$ cat config.mk
export PLATFORM = sky130hd
export DESIGN_NAME = sigm_act
export DESIGN_NICKNAME = d
export VERILOG_FILES = /design/src/rtl/sigm_pkg.sv /design/src/rtl/sigm_coef.sv /design/src/rtl/sigm_region.sv /design/src/rtl/sigm_horner.sv /design/src/rtl/sigm_act.sv
export SDC_FILE = /design/constraint.sdc
export NUM_CORES = 1
export LEC_CHECK = 0
export BUFFER_PORTS_ARGS = -buffer_cell sky130_fd_sc_hd__buf_4
export CAP_MARGIN = 20
export CORE_MARGIN = 10
export CORE_UTILIZATION = 35
export CTS_BUF_LIST = sky130_fd_sc_hd__clkbuf_16
export CTS_CLUSTER_SIZE = 14
export DETAILED_ROUTE_END_ITERATION = 16
export HOLD_SLACK_MARGIN = 0.03
export SYNTH_ARGS = -nofsm -noshare
export SYNTH_HDL_FRONTEND = slang
export SYNTH_HIERARCHICAL = 1
export SYNTH_SLANG_ARGS = --single-unit
$ cat constraint.sdc
create_clock -name clk_i -period 0.8 [get_ports clk_i]
set_clock_uncertainty 0.15 [all_clocks]
set_input_delay 0.04 -clock clk_i [delete_from_list [all_inputs] [get_ports clk_i]]
set_output_delay 0.04 -clock clk_i [all_outputs]
set_load 0.02 [all_outputs]
$ cat src/rtl/sigm_pkg.sv
package sigm_pkg;

    localparam int SIG_W    = 16;
    localparam int SIG_FRAC = 12;
    localparam int SIG_GRD  = 4;

    typedef enum logic [2:0] {
        RG_ZERO = 3'd0,
        RG_LINN = 3'd1,
        RG_QNEG = 3'd2,
        RG_QPOS = 3'd3,
        RG_LINP = 3'd4,
        RG_ONE  = 3'd5
    } region_t;

endpackage

$ cat src/rtl/sigm_coef.sv
module sigm_coef
    import sigm_pkg::*;
#(
    parameter int W        = SIG_W,
    parameter int FRAC     = SIG_FRAC,
    parameter int COEF_SET = 0
) (
    input  region_t             region_i,
    output logic signed [W-1:0] a_o,
    output logic signed [W-1:0] b_o,
    output logic signed [W-1:0] c_o,
    output logic signed [W-1:0] outer_o,
    output logic signed [W-1:0] inner_o
);

    localparam real SCALE = 2.0 ** FRAC;

    logic signed [W-1:0] k_outer, k_inner, k_lin_m, k_lin_n, k_lin_p;
    logic signed [W-1:0] k_qn_a, k_qn_b, k_qn_c, k_qp_a, k_qp_b, k_qp_c, k_one;

    assign k_one = W'(int'(1.0 * SCALE));

    generate
        if (COEF_SET == 0) begin : g_mean
            assign k_outer = W'(int'(5.44 * SCALE));
            assign k_inner = W'(int'(3.25 * SCALE));
            assign k_lin_m = W'(int'(0.014117 * SCALE));
            assign k_lin_n = W'(int'(0.076735 * SCALE));
            assign k_lin_p = W'(int'(0.923265 * SCALE));
            assign k_qn_a  = W'(int'(0.040384 * SCALE));
            assign k_qn_b  = W'(int'(0.272505 * SCALE));
            assign k_qn_c  = W'(int'(0.502208 * SCALE));
            assign k_qp_a  = W'(int'(-0.040394 * SCALE));
            assign k_qp_b  = W'(int'(0.272543 * SCALE));
            assign k_qp_c  = W'(int'(0.497762 * SCALE));
        end else begin : g_peak
            assign k_outer = W'(int'(5.19 * SCALE));
            assign k_inner = W'(int'(3.24 * SCALE));
            assign k_lin_m = W'(int'(0.015656 * SCALE));
            assign k_lin_n = W'(int'(0.082845 * SCALE));
            assign k_lin_p = W'(int'(0.917155 * SCALE));
            assign k_qn_a  = W'(int'(0.040434 * SCALE));
            assign k_qn_b  = W'(int'(0.272634 * SCALE));
            assign k_qn_c  = W'(int'(0.502260 * SCALE));
            assign k_qp_a  = W'(int'(-0.040444 * SCALE));
            assign k_qp_b  = W'(int'(0.272674 * SCALE));
            assign k_qp_c  = W'(int'(0.497709 * SCALE));
        end
    endgenerate

    assign outer_o = k_outer;
    assign inner_o = k_inner;

    // Tails and linear segments reuse the Horner path with zeroed high terms.
    always_comb begin
        a_o = '0;
        b_o = '0;
        c_o = '0;
        unique case (region_i)
            RG_ZERO: c_o = '0;
            RG_LINN: begin b_o = k_lin_m; c_o = k_lin_n; end
            RG_QNEG: begin a_o = k_qn_a; b_o = k_qn_b; c_o = k_qn_c; end
            RG_QPOS: begin a_o = k_qp_a; b_o = k_qp_b; c_o = k_qp_c; end
            RG_LINP: begin b_o = k_lin_m; c_o = k_lin_p; end
            RG_ONE:  c_o = k_one;
            default: c_o = '0;
        endcase
    end

endmodule

$ cat src/rtl/sigm_region.sv
module sigm_region
    import sigm_pkg::*;
#(
    parameter int W = SIG_W
) (
    input  logic signed [W-1:0] x_i,
    input  logic signed [W-1:0] outer_i,
    input  logic signed [W-1:0] inner_i,
    output region_t             region_o
);

    logic signed [W-1:0] neg_outer, neg_inner;

    assign neg_outer = -outer_i;
    assign neg_inner = -inner_i;

    // A value equal to a boundary falls into the region on its right.
    always_comb begin
        if (x_i < neg_outer)       region_o = RG_ZERO;
        else if (x_i < neg_inner)  region_o = RG_LINN;
        else if (x_i < 0)          region_o = RG_QNEG;
        else if (x_i < inner_i)    region_o = RG_QPOS;
        else if (x_i < outer_i)    region_o = RG_LINP;
        else                       region_o = RG_ONE;
    end

endmodule

$ cat src/rtl/sigm_horner.sv
module sigm_horner
    import sigm_pkg::*;
#(
    parameter int W    = SIG_W,
    parameter int FRAC = SIG_FRAC,
    parameter int GRD  = SIG_GRD
) (
    input  logic signed [W-1:0] x_i,
    input  logic signed [W-1:0] a_i,
    input  logic signed [W-1:0] b_i,
    input  logic signed [W-1:0] c_i,
    output logic signed [W-1:0] y_o
);

    localparam int PW1 = 2 * W;
    localparam int TW  = W + GRD;
    localparam int PW2 = W + TW;

    logic signed [PW1-1:0] prod_ax;
    logic signed [TW-1:0]  inner_t;
    logic signed [PW2-1:0] prod_tx;
    logic signed [W-1:0]   scaled;

    always_comb begin
        prod_ax = PW1'(a_i) * PW1'(x_i);
        // Keep GRD extra fraction bits; dropped bits truncate toward minus infinity.
        inner_t = $signed(prod_ax[W+FRAC-1:FRAC-GRD]) + (TW'(b_i) <<< GRD);
        prod_tx = PW2'(inner_t) * PW2'(x_i);
        scaled  = $signed(prod_tx[W+FRAC+GRD-1:FRAC+GRD]);
        y_o     = scaled + c_i;
    end

endmodule

$ cat src/rtl/sigm_act.sv
module sigm_act
    import sigm_pkg::*;
#(
    parameter int W        = SIG_W,
    parameter int FRAC     = SIG_FRAC,
    parameter int GRD      = SIG_GRD,
    parameter int COEF_SET = 0
) (
    input  logic                clk_i,
    input  logic                rst_ni,
    input  logic signed [W-1:0] x_i,
    output logic signed [W-1:0] y_o
);

    localparam logic signed [W-1:0] ONE = W'(1 << FRAC);

    typedef struct packed {
        logic signed [W-1:0] y;
    } state_t;

    region_t             region;
    logic signed [W-1:0] coef_a, coef_b, coef_c, bnd_outer, bnd_inner, y_calc;
    state_t              st_d, st_q;

    sigm_coef #(.W(W), .FRAC(FRAC), .COEF_SET(COEF_SET)) coef_i (
        .region_i (region),
        .a_o      (coef_a),
        .b_o      (coef_b),
        .c_o      (coef_c),
        .outer_o  (bnd_outer),
        .inner_o  (bnd_inner)
    );

    sigm_region #(.W(W)) region_i (
        .x_i      (x_i),
        .outer_i  (bnd_outer),
        .inner_i  (bnd_inner),
        .region_o (region)
    );

    sigm_horner #(.W(W), .FRAC(FRAC), .GRD(GRD)) horner_i (
        .x_i (x_i),
        .a_i (coef_a),
        .b_i (coef_b),
        .c_i (coef_c),
        .y_o (y_calc)
    );

    always_comb begin
        st_d   = st_q;
        st_d.y = y_calc;
    end

    always_ff @(posedge clk_i or negedge rst_ni) begin
        if (!rst_ni) st_q <= '0;
        else         st_q <= st_d;
    end

    assign y_o = st_q.y;


    low_tail_chk: assert property (@(posedge clk_i) disable iff (!rst_ni)
        (x_i < -bnd_outer) |=> (y_o == '0));


    high_tail_chk: assert property (@(posedge clk_i) disable iff (!rst_ni)
        (x_i >= bnd_outer) |=> (y_o == ONE));


    lin_low_chk: assert property (@(posedge clk_i) disable iff (!rst_ni)
        (x_i >= -bnd_outer && x_i < -bnd_inner) |=> (y_o >= -W'(8) && y_o < (ONE >>> 3)));


    quad_range_chk: assert property (@(posedge clk_i) disable iff (!rst_ni)
        (x_i >= -bnd_inner && x_i < bnd_inner) |=> (y_o > '0 && y_o < ONE));


    zero_mid_chk: assert property (@(posedge clk_i) disable iff (!rst_ni)
        (x_i == '0) |=> (y_o > (ONE >>> 1) - W'(64) && y_o < (ONE >>> 1) + W'(64)));

endmodule

==> results.toml, run 1 <==
[timing]
fmaxAchievable_ghz = 0.0622
maxSlewViolCount = 0
final.period_utilization_pct = 2010
tightest_slew_ns = 0.577
grt_setup_unrepaired = "true"
fin_ws_ns = -15.27
maxSlewHeadroom_pct = 61.5
setup_viol = 32
post-route-min-period_ns = 16.07
finalHoldViolCount = 0

[floorplanning]
rows = 95
initial_core_util_pct = 35.4
core_um2 = 67300
pin_count = 34
die_area_um2 = 78800
dieWidth_um = 281
die_y_um = 281

[critical_path]
end_kind = "register"
crit_path_start_kind = "primary input"
critical_path_class = "in -> reg"
worstPathArrival_ns = 16.08
cp.depth = 70
slowest_stage = "fa_1"
cp.required_ns = 0.81
slowest_delay_ns = 0.59
path_buf_inv = 18
crit_family = "adder cells"
worst_path_most_repeated_cell = "fa_1"
cp_max_fo = 7

[clock_tree]
cts_tree = "done"
clk_pin_slew_ns = 0.04
numCtsBuffers = 3
clock_sinks = 16
cts.path.max_buffers = 2
cts_root_buf = "clkbuf_16"
htreeDepth = 1

[drt]
firstDrtPassIters = 7
drt_iter0_markers = 591
wl_per_cell_um = 14.4
antenna_left = 0
via_per_inst = 4.60
wl_mm = 56.6
vias = 18100
drc = 0

[synth]
yosysTopAreaCellShare_pct = 42.8
synth_edf_count = 0
synth.avg_cell_area_um2 = 8.71
synth_area_um2 = 23800
synth.area.top_cells = "fa_1 43%, ha_1 13%, inv_1 11%, and2_1 6.6%, nand2_1 4.5%"
synth-seq-area-share_pct = 1.68
ys.warnings.count = 6
ys_types = 83
syn-instance-count = 2732
yosysTopAreaCell = "fa_1"
synth_ff_type = "dfrtp_1"
async_flop_share_pct = 100
synth-seq-cells = 16

[final_layout]
nets = 3846
n_antenna_cell = 0
fillers = 6555
area_growth_syn_to_layout_pct = 23.9
drive_gt1_share_pct = 22.4
multi_input_area_um2 = 21600
layout_commonest_cell = "inv_1"
mostFrequentLayoutCells = "665 x inv_1, 500 x fa_1, 374 x buf_4, 276 x nand2_1, 239 x and2_1"
largest_reg_flops = 16
seq_area_um2 = 400

[global_route]
grt_max_degree = 72
antenna_found_initial = 0
track_usage_pct = 14.6
grt_overflow = 0
grt_pass1_wl_mm = 94.7
grt_pass1_vias = 19000

[worst_hold_path]
holdCritPathClass = "in -> async"

[placement]
gp_congestion = 0.856
dp_worst_setup_slack_ns = -15.83
placement.io_buffers = 33
dp_hpwl_mm = 46.2

[run_status]
violations = "setup timing"
outcome = "finished, violations left"

[run]
max_cap_viol_count = 0
[final cells by class]
type | count | share of cell area [%]
well taps | 873 | 3.70
repair buffers | 446 | 12.9
clock buffers | 3 | 0.254
inverters | 683 | 8.69
flip-flops and latches | 16 | 1.36
multi-input cells | 1913 | 73.1
[cell families after synthesis]
logic type / after synthesis / synth area share (%)
AOI/OAI and AO/OA: 206 / 6.30
xor gates and xnor gates: 130 / 4.78
adders and majority gates: 765 / 56.3
buffers and inverters: 845 / 14.4
DFF: 16 / 1.68
muxes: 7 / 0.326
other: 2 / 0.0316
and+or+nand+nor: 761 / 16.2
[routing by layer]
layer,up-vias,global-route usage (%),part of all wire [%]
met5,-,0,0
met4,0,3.36,2.7
met3,56,0.365,2.3
met2,224,26.3,51
met1,9119,19.1,43
li1,8714,-,-
[path summary, 6_finish.rpt]
check                            startpoint                 to  slack, ns
worst max-delay path                x_i[12]  y_o[15]$_DFF_PN0_     -15.27
worst min-delay path                 rst_ni  y_o[13]$_DFF_PN0_       0.04
max in group asynchronous            rst_ni   y_o[2]$_DFF_PN0_       0.28
min in group clk_i         y_o[7]$_DFF_PN0_             y_o[7]       0.57
[stage by stage]
step / setup TNS (ns) / utilization [%] / area [µm²] / cells / hold slack (ns)
2_1_floorplan: -218.20 / - / 24600 / 2774 / -0.406
3_3_place_gp: -232.40 / 40.9 / 27500 / 3855 / -0.242
3_5_place_dp: -234.00 / 40.9 / 27500 / 3855 / -0.239
4_1_cts: -227.31 / 42.3 / 28500 / 3902 / 0.0628
5_1_grt: -239.04 / 43.8 / 29500 / 3934 / 0.0714
6_report: -229.29 / 43.8 / 29500 / 3934 / 0.0441
[cell usage after synthesis, drive strengths merged, types with 3 or more instances]
library cell	instances
o21ai	27
nand2	288
xor2	20
nor3	27
a31oi	7
nor2	74
a211o	4
nand4	26
o211ai	7
o21bai	9
a21boi	3
buf	72
nor4	8
a311oi	4
o21a	15
inv	682
fa	509
nor2b	13
and2	253
and3	6
nand2b	31
a221o	3
clkbuf	90
mux2i	4
nand3	20
ha	256
a21oi	51
or3	6
xnor2	110
a2111oi	5
dfrtp	16
o311ai	3
a211oi	7
a21o	38
mux2	3
[timing repair]
action                     4_1_cts  5_1_grt
resized for setup              126      135
hold buffers                     1        0
hold endpoints to repair        16        0
gates cloned                     2        0
setup buffers                   43       34
pin swaps                       95      144
setup endpoints to repair       32       32
Power of run 1 is not shown: default switching activity piles up to over one toggle a cycle in this logic, so the estimate is an artifact.
==> inputs of run 2 (changes only) <==
- CELL_PAD_IN_SITES_DETAIL_PLACEMENT: default -> 0
- CELL_PAD_IN_SITES_GLOBAL_PLACEMENT: default -> 1
- PLACE_DENSITY_LB_ADDON: default -> 0.1
==> results.toml, run 2 (synthesis gave the netlist of run 1 again) <==
[run_status]
outcome = "finished, violations left"
violations = "setup timing"

[critical_path]
worst_path_most_repeated_cell = "fa_1"
end_kind = "register"
slowest_stage = "fa_1"
cp.required_ns = 0.81
crit_path_start_kind = "primary input"
cp_max_fo = 7
worstPathArrival_ns = 16.22
critical_path_class = "in -> reg"
slowest_delay_ns = 0.55

[global_route]
track_usage_pct = 17.0
antenna_found_initial = 2
grt_pass1_wl_mm = 108
grt_overflow = 0
grt_pass1_vias = 20000
grt_max_degree = 77

[final_layout]
mostFrequentLayoutCells = "661 x inv_1, 495 x fa_1, 386 x buf_4, 272 x nand2_1, 240 x and2_1"
fillers = 6760
multi_input_area_um2 = 21500
seq_area_um2 = 400
nets = 3856
drive_gt1_share_pct = 22.3
layout.cells.non_filler = 3945
n_antenna_cell = 0
largest_reg_flops = 16
layout_commonest_cell = "inv_1"
area_growth_syn_to_layout_pct = 23.6

[floorplanning]
initial_core_util_pct = 35.4
dieWidth_um = 281
pin_count = 34
die_y_um = 281
rows = 95
core_um2 = 67300
die_area_um2 = 78800

[drt]
vias = 18300
firstDrtPassIters = 5
wl_mm = 65.9
via_per_inst = 4.63
wl_per_cell_um = 16.7
antenna_left = 0
drc = 0
drt_iter0_markers = 564

[placement]
dp_hpwl_mm = 55.2
gp_congestion = 0.819
placement.io_buffers = 33
placed_cells = 3876

[timing]
final.period_utilization_pct = 2030
setup_viol = 32
post-route-min-period_ns = 16.21
finalHoldViolCount = 0
fmaxAchievable_ghz = 0.0617
maxSlewHeadroom_pct = 58.6
fin_ws_ns = -15.41
maxSlewViolCount = 0
tightest_slew_ns = 0.620
grt_setup_unrepaired = "true"

[clock_tree]
cts_tree = "done"
clk_pin_slew_ns = 0.05
cts.path.max_buffers = 2
cts_root_buf = "clkbuf_16"
htreeDepth = 1
clock_sinks = 16
numCtsBuffers = 3

[run]
max_cap_viol_count = 0

[worst_hold_path]
holdCritPathClass = "in -> async"
==> run 2: cell types whose count changed in the layout (fill, tap and decap cells not counted), moves of 6 or more <==
cell     before  now
a21oi_4       4   10
a21oi_2      25   18
buf_4       374  386
xnor2_4       2    8
ha_4         45   26
ha_1        205  223
o21ai_2      11    5
==> run 2: worst max-delay path: cells and delay by family <==
family	cells	cell delay [ns]
simple gates	11	1.74
buf+inv	22	2.19
fa+ha+maj	17	7.25
xor+xnor	5	0.64
mux	1	0.41
compound gates	22	3.97
==> run 2: path summary, 6_finish.rpt <==
kind,from,to,slack [ns],depth (start not counted)
min in group clk_i,y_o[3]$_DFF_PN0_,y_o[3],0.59,1
max in group asynchronous,rst_ni,y_o[9]$_DFF_PN0_,0.29,2
min,rst_ni,y_o[1]$_DFF_PN0_,0.03,2
max,x_i[4],y_o[15]$_DFF_PN0_,-15.41,78
==> run 2: area by class of cell <==
| type | instances | area share, % |
|---|---|---|
| Multi-Input combinational cell | 1913 | 73.1 |
| Timing Repair Buffer | 456 | 12.9 |
| Inverter | 683 | 8.72 |
| Tap cell | 873 | 3.71 |
| Sequential cell | 16 | 1.36 |
| Clock buffer | 3 | 0.255 |
| Clock inverter | 1 | 0.0128 |
==> run 2: layer usage <==
metal	wire (µm)	share of wire, %	global-route usage [%]	vias to the layer above
li1	-	-	-	8713
met1	30100	46	22.8	9325
met5	0	0	0	-
met3	1200	1.8	0.921	39
met2	33700	51	30.5	178
met4	900	1.4	2.29	0
==> run 2: what timing repair did <==
item                       4_1_cts  5_1_grt
resized for setup              156       98
cloned                           1        1
buffers inserted                50       34
pin swaps                       78      102
hold endpoints to repair        16        0
hold buffers                     1        0
setup endpoints to repair       32       32
==> run 2: metrics by stage <==
stage          setup slack [ns]  hold slack (ns)  setup TNS [ns]  util, %  area (µm²)
6_report                 -15.41           0.0304         -232.63     43.7       29400
5_1_grt                  -16.12           0.0587         -242.64     43.7       29400
4_1_cts                  -15.38           0.0318         -233.37     42.9       28800
3_5_place_dp             -16.25           -0.241         -243.12     41.1       27700
3_3_place_gp             -16.16           -0.243         -243.16     41.1       27700
2_1_floorplan            -14.91           -0.406         -218.20        -       24600
Power of run 2 is left out for the same reason.
